--- src/rtl/stgreg_pkg.sv ---
package stgreg_pkg;
  typedef enum logic [1:0] {
    FLD_HOLD = 2'd0,
    FLD_LOAD = 2'd1,
    FLD_CLR  = 2'd2
  } fld_act_e;
endpackage

--- src/rtl/stgreg_rst_sync.sv ---
module stgreg_rst_sync #(
  parameter int STAGES = 2
) (
  input  logic clk,
  input  logic rst_n,
  output logic rst_sync_n
);
  logic [STAGES-1:0] chain_q;

  always_ff @(posedge clk or negedge rst_n) begin
    if (!rst_n) chain_q <= '0;
    else        chain_q <= {chain_q[STAGES-2:0], 1'b1};
  end

  assign rst_sync_n = chain_q[STAGES-1];
endmodule

--- src/rtl/stgreg_ctrl.sv ---
module stgreg_ctrl
  import stgreg_pkg::*;
(
  input  logic     load_vld,
  input  logic     freeze,
  input  logic     flush_ctl,
  input  logic     flush_all,
  output fld_act_e ctl_act,
  output fld_act_e dat_act,
  output logic     good_set,
  output logic     good_clr
);
  always_comb begin
    ctl_act  = FLD_HOLD;
    dat_act  = FLD_HOLD;
    good_set = 1'b0;
    good_clr = 1'b0;
    if (flush_all) begin
      ctl_act  = FLD_CLR;
      dat_act  = FLD_CLR;
      good_clr = 1'b1;
    end else if (flush_ctl) begin
      ctl_act  = FLD_CLR;
      good_clr = 1'b1;
    end else if (freeze) begin
      ctl_act  = FLD_HOLD;
    end else if (load_vld) begin
      ctl_act  = FLD_LOAD;
      dat_act  = FLD_LOAD;
      good_set = 1'b1;
    end
  end
endmodule

--- src/rtl/stgreg_field.sv ---
module stgreg_field
  import stgreg_pkg::*;
#(
  parameter int W = 8
) (
  input  logic         clk,
  input  logic         rst_n,
  input  fld_act_e     act,
  input  logic [W-1:0] d,
  output logic [W-1:0] q
);
  logic [W-1:0] q_nxt;
  logic         q_en;

  always_comb begin
    q_en  = (act != FLD_HOLD);
    q_nxt = (act == FLD_LOAD) ? d : '0;
  end

  always_ff @(posedge clk or negedge rst_n) begin
    if (!rst_n)    q <= '0;
    else if (q_en) q <= q_nxt;
  end


  field_clr_chk: assert property (@(posedge clk) disable iff (!rst_n)
    act == FLD_CLR |=> q == '0);


  field_hold_chk: assert property (@(posedge clk) disable iff (!rst_n)
    act == FLD_HOLD |=> $stable(q));
endmodule

--- src/rtl/pipe_stage_reg.sv ---
module pipe_stage_reg
  import stgreg_pkg::*;
#(
  parameter int CTL_W = 6,
  parameter int DAT_W = 32
) (
  input  logic             clk,
  input  logic             rst_n,
  input  logic             load_vld,
  input  logic             freeze,
  input  logic             flush_ctl,
  input  logic             flush_all,
  input  logic [CTL_W-1:0] ctl_in,
  input  logic [DAT_W-1:0] dat_in,
  output logic [CTL_W-1:0] ctl_q,
  output logic [DAT_W-1:0] dat_q,
  output logic             good
);
  localparam int SYNC_STAGES = 2;

  logic     rst_sync_n;
  fld_act_e ctl_act;
  fld_act_e dat_act;
  logic     good_set;
  logic     good_clr;
  logic     good_nxt;
  logic     good_en;

  stgreg_rst_sync #(.STAGES(SYNC_STAGES)) u_rsync (
    .clk        (clk),
    .rst_n      (rst_n),
    .rst_sync_n (rst_sync_n)
  );

  stgreg_ctrl u_ctrl (
    .load_vld  (load_vld),
    .freeze    (freeze),
    .flush_ctl (flush_ctl),
    .flush_all (flush_all),
    .ctl_act   (ctl_act),
    .dat_act   (dat_act),
    .good_set  (good_set),
    .good_clr  (good_clr)
  );

  stgreg_field #(.W(CTL_W)) u_ctl (
    .clk   (clk),
    .rst_n (rst_sync_n),
    .act   (ctl_act),
    .d     (ctl_in),
    .q     (ctl_q)
  );

  stgreg_field #(.W(DAT_W)) u_dat (
    .clk   (clk),
    .rst_n (rst_sync_n),
    .act   (dat_act),
    .d     (dat_in),
    .q     (dat_q)
  );

  always_comb begin
    good_en  = good_set | good_clr;
    good_nxt = good_set & ~good_clr;
  end

  always_ff @(posedge clk or negedge rst_sync_n) begin
    if (!rst_sync_n)  good <= 1'b0;
    else if (good_en) good <= good_nxt;
  end


  capture_chk: assert property (@(posedge clk) disable iff (!rst_sync_n)
    load_vld && !freeze && !flush_ctl && !flush_all
    |=> ctl_q == $past(ctl_in) && dat_q == $past(dat_in) && good);


  freeze_hold_chk: assert property (@(posedge clk) disable iff (!rst_sync_n)
    freeze && !flush_ctl && !flush_all
    |=> $stable(ctl_q) && $stable(dat_q) && $stable(good));


  ctl_flush_chk: assert property (@(posedge clk) disable iff (!rst_sync_n)
    flush_ctl && !flush_all |=> ctl_q == '0 && $stable(dat_q) && !good);


  full_flush_chk: assert property (@(posedge clk) disable iff (!rst_sync_n)
    flush_all |=> ctl_q == '0 && dat_q == '0 && !good);


  good_rise_chk: assert property (@(posedge clk) disable iff (!rst_sync_n)
    $rose(good) |-> $past(load_vld) && !$past(freeze));
endmodule

--- config.mk ---
export PLATFORM = sky130hd
export DESIGN_NAME = pipe_stage_reg
export DESIGN_NICKNAME = d
export VERILOG_FILES = /design/src/rtl/stgreg_pkg.sv /design/src/rtl/stgreg_rst_sync.sv /design/src/rtl/stgreg_ctrl.sv /design/src/rtl/stgreg_field.sv /design/src/rtl/pipe_stage_reg.sv
export SDC_FILE = /design/constraint.sdc
export NUM_CORES = 1
export LEC_CHECK = 0
export BUFFER_PORTS_ARGS = -buffer_cell sky130_fd_sc_hd__buf_2
export CAP_MARGIN = 5
export CORE_ASPECT_RATIO = 1.5
export CORE_MARGIN = 2
export CORE_UTILIZATION = 44
export DETAILED_ROUTE_END_ITERATION = 7
export PLACE_DENSITY = 0.8
export REMOVE_ABC_BUFFERS = 1
export SLEW_MARGIN = 20
export SYNTH_ARGS = -nofsm -noshare
export SYNTH_HDL_FRONTEND = slang
export SYNTH_HIERARCHICAL = 1
export SYNTH_SLANG_ARGS = --single-unit
--- constraint.sdc ---
create_clock -name clk -period 1.7 [get_ports clk]
set_input_delay 0.085 -clock clk [delete_from_list [all_inputs] [get_ports clk]]
set_output_delay 0.085 -clock clk [all_outputs]
set_load 0.01 [all_outputs]
Yosys cells after proc, flatten, opt, wreduce, memory -nomap -nowiden

Cells that the tools add are included.

Flip-flop bits (word level): 41
Input bits: 44
Logic and storage cells: 25

Equality and inequality tests: 2
Muxes and demuxes: 14
Bitwise logic cells: 3
Reduce and logical (&&, ||, !) cells: 2

Operators with widths:

| operator                                                        | count |
|---|---|
| 32-bit 2-to-1 mux                                               | 1 |
| 2-bit 2-to-1 mux                                                | 5 |
| 1-bit 2-to-1 mux                                                | 7 |
| 6-bit 2-to-1 mux                                                | 1 |
| 2-bit by 1-bit == test with 1-bit output, second input constant | 2 |
| 2-bit nonzero test                                              | 2 |
| 1-bit AND                                                       | 1 |
| 1-bit NOT                                                       | 1 |
| 1-bit bitwise OR                                                | 1 |

Depth between registers and ports, before layout

Depth in word-level cells: 6
Mapped depth: 6

Modules after synthesis

The synthesis kept the hierarchy.

By module, submodules not included:

| module                | times used | cells an instance | area each (um^2) | sequential area each (um^2) |
|---|---|---|---|---|
| stgreg_field at u_dat | 1          | 103               | 1323.8           | 800.8 |
| stgreg_field at u_ctl | 1          | 19                | 244.0            | 150.1 |
| stgreg_rst_sync       | 1          | 3                 | 53.8             | 50.0 |
| stgreg_ctrl           | 1          | 6                 | 51.3             | 0.0 |
| pipe_stage_reg        | 1          | 2                 | 35.0             | 25.0 |

Worst setup path before layout

No wires, ideal clock.

Path type: input to register
Start point: input freeze
End point: register u_dat.q[0]
Arrival time: 1045 ps
Required time: 1568 ps
Path slack: 523 ps
Stages on the path: 6
Path buffers: 3
Cells stage by stage: nor4b_2 > buf_4 > buf_6 > buf_12 > mux2i_1 > nor2_1

Longest elaborated chain between the ends: 5
Elaborated cells on any way between the ends: 6
Classes of those cells: 1 x eq/ne; 4 x mux; 1 x reduce/logical

Ends and longest elaborated chain:

| item                                     | line                 | text |
|---|---|---|
| from (decl)                              | pipe_stage_reg.sv:10 | `input logic freeze,` |
| 2-bit 2-to-1 mux *                       | stgreg_ctrl.sv:25    | `end else if (freeze) begin` |
| 2-bit 2-to-1 mux *                       | stgreg_ctrl.sv:22    | `end else if (flush_ctl) begin` |
| 2-bit 2-to-1 mux *                       | stgreg_ctrl.sv:18    | `if (flush_all) begin` |
| net dat_act[0]                           | pipe_stage_reg.sv:23 | `fld_act_e dat_act;` |
| 2-bit by 1-bit == test with 1-bit output | stgreg_field.sv:17   | `q_nxt = (act == FLD_LOAD) ? d : '0;` |
| 32-bit 2-to-1 mux                        | stgreg_field.sv:17   |  |
| to (signal assigned)                     | stgreg_field.sv:22   | `else if (q_en) q <= q_nxt;` |
| to (decl)                                | stgreg_field.sv:10   | `output logic [W-1:0] q` |

The timed path passes the listed nets; every way through them passes the cells marked *.
A chain may end at the register's enable or synchronous reset.

Final worst setup path

Start point: input freeze
End point: register u_dat.q[5]

Longest elaborated chain between the ends: 5
Elaborated cells on any way between the ends: 6
Classes of those cells: 1 x eq/ne; 4 x mux; 1 x reduce/logical

Ends and longest elaborated chain:

| item                                     | line |
|---|---|
| 2-bit 2-to-1 mux *                       | stgreg_ctrl.sv:25 |
| 2-bit 2-to-1 mux *                       | stgreg_ctrl.sv:22 |
| 2-bit 2-to-1 mux *                       | stgreg_ctrl.sv:18 |
| 2-bit by 1-bit == test with 1-bit output | stgreg_field.sv:17 |
| 32-bit 2-to-1 mux                        | stgreg_field.sv:17 |

Every way passes the cells marked *; elsewhere a longest branch is shown, timed or not.

==> out/metrics.cfg <==
[yosys]
yosys.area_share.xor_xnor=0
ys_seq_area_frac=0.601
synth_top_family_by_area=multiplexers
synth_area_per_cell_um2=12.8
yosys-top-cells-area=dfrtp_1 (60%), mux2i_1 (22%), nor2_1 (8.4%)
synth_cell_types=11
synthMuxAreaShare=0.223
synth_fa_ha_area_frac=0
synth-seq-cells=41
synth_top_cell_by_area=dfrtp_1
synth_compound_area_frac=0.00586
mappedNetlistArea_um2=1710
yosys_warnings=6
yosys.area_share.simple=0.0960
yosys.area.top_type_share=0.601
syn_inst=133

[drt]
routedWlPerCell_um=13.5
vias_per_cell=4.73
antenna_left=0
via_count=1231
drt_first_pass_iters=3
drc_errors=0
drt-initial-drc-count=11
drt-total-wl_um=3510

[pwr]
leakage_nw=1.18
ir_drop_uv=646
powerDensity_nw_per_um2=809

[cells_and_area]
post-route-util=0.598
multi_input_area_um2=567
num_antenna_cells=0
fillers=323
nets=260
layout_common_cells=buf_2 (82), dfrtp_1 (41), mux2i_1 (38), nor2_1 (38), clkbuf_8 (5)
stdcell_count=260
drive_gt1_frac=0.442
syn_to_final_growth_pct=29.0
seqCellArea_um2=1030
stdcell_area_um2=2200
final_common_cell=buf_2

[floorplanning]
die_h_um=80.3
initial_core_util=0.464
die_area_um2=4410
coreArea_um2=3680
die_w_um=54.9
ios=83
core.rowCount=27

[placed_design]
io_buffers=82
place_ws_ps=415
place.gp.congestion=0.848
placed_area_um2=2110
placed_cells=251
detailed_place_hpwl_um=2660

[critical_path]
required_ps=1870
slowest_stage=nor4b_4
worstSetupPathType=primary input to register
cpPeakStageDelay_ps=340
rr_worst_depth=2
cp_max_fo=13
worst-path-stages=5
cp-end-kind=register
cp_cell_sequence=buf_2, nor4b_4, buf_4, mux2i_1, nor2_1
critPathArrivalTime_ps=1130
worstSetupStartpointType=primary input
crit_buf_inv=2
path_delay_family=buffers and inverters

[sta]
setup_viol=0
finClkSkew_ps=9.02
max_freq_mhz=1030
fin_ws_ps=731
rsz0062_at_grt=no
finalHoldViolCount=0
min_period_over_period=0.570
period_minus_slack_ps=969
drv_slew=0
hold_slack_ps=32.3

[cts]
clock_latency_ps=290
cts.reportedPaths.clkPinSlew_ps=80
cts_resized=0
cts_tree=built
cts_sinks=41
cts-root-buf=clkbuf_8
htree_levels=2
cts_made_buffers=5
clock_path_buffers=2

[grt]
grt_antenna_before_repair=0
globalRoute.totalOverflow=0
first_global_vias=1244
track_usage=0.177
grt_start_max_net_pins=34
grt_pass1_wl_um=5520

[flow_run]
maxCapViolCount=0

[hold_path]
hold_path_depth=3
worstHoldPathType=primary input to register

[outcome]
outcome=complete, no violations

[layout make-up]
cell class,instances,area share
Timing Repair Buffer,88,0.214
Multi-Input combinational cell,80,0.257
Tap cell,43,0.0244
Sequential cell,41,0.466
Clock inverter,3,0.00795
Clock buffer,5,0.0312
[path summary, 6_finish.rpt]
path,start,to,slack [ps]
worst max-delay path,freeze,u_dat/q[5]$_DFFE_PN0P_,730
worst min-delay path,dat_in[15],u_dat/q[15]$_DFFE_PN0P_,30
worst max register to register,u_dat/q[4]$_DFFE_PN0P_,u_dat/q[4]$_DFFE_PN0P_,970
worst min register to register,u_rsync/chain_q[1]$_DFF_PN0_,u_dat/q[2]$_DFFE_PN0P_,220
max in group asynchronous,u_rsync/chain_q[1]$_DFF_PN0_,u_ctl/q[0]$_DFFE_PN0P_,1260
min in group asynchronous,rst_n,u_rsync/chain_q[0]$_DFF_PN0_,110
[cells by family after synthesis]
group / after synthesis
mux: 38
flops: 41
simple gates: 40
other cells: 1
buf+inv: 12
compound gates: 1
[stage by stage]
step                      setup TNS [ps]  power, W
after CTS                              0   0.00181
final                                  0   0.00178
after detailed placement               0   0.00119
after global routing                   0   0.00187
after floorplan                   -79230   0.00109
after global placement                 0   0.00119
[synth_stat cells (all sizes together)]
library cell / n
mux2i: 38
or2: 1
conb: 1
clkbuf: 3
dfrtp: 41
nor2: 38
nor4b: 1
buf: 9
o21ba: 1
[power by group]
group | total, W | internal (W) | switching (W)
logic | 0.000168 | 0.0000808 | 0.0000873
clock network | 0.000610 | 0.000283 | 0.000327
registers | 0.00100 | 0.000994 | 0.00000970
[per-layer routing]
metal  global-route usage  share of wire  vias up
met4               0.0875          0.011        0
met5                    0              0        -
met1                0.188           0.35      593
li1                     -              -      596
met3               0.0409          0.053        4
met2                0.310           0.58       38
[flip-flops by register name, indices dropped and copies added (netlist names)]
name and flops:
good 1, u_ctl/q 6, u_dat/q 32, u_rsync/chain_q 2
[worst reg2reg max path, delay by kind of cell, from the launching register on]
family / cells / cell delay (ps)
flops: 1 / 390
mux: 1 / 160
simple gates: 1 / 60
[repair_timing]
| item | 4_1_cts | 5_1_grt |
|---|---|---|
| buffers inserted | 0 | 0 |
| endpoints found under the hold margin | 2 | 0 |
| hold buffers | 1 | 0 |
(Power assumes the default switching activity.)
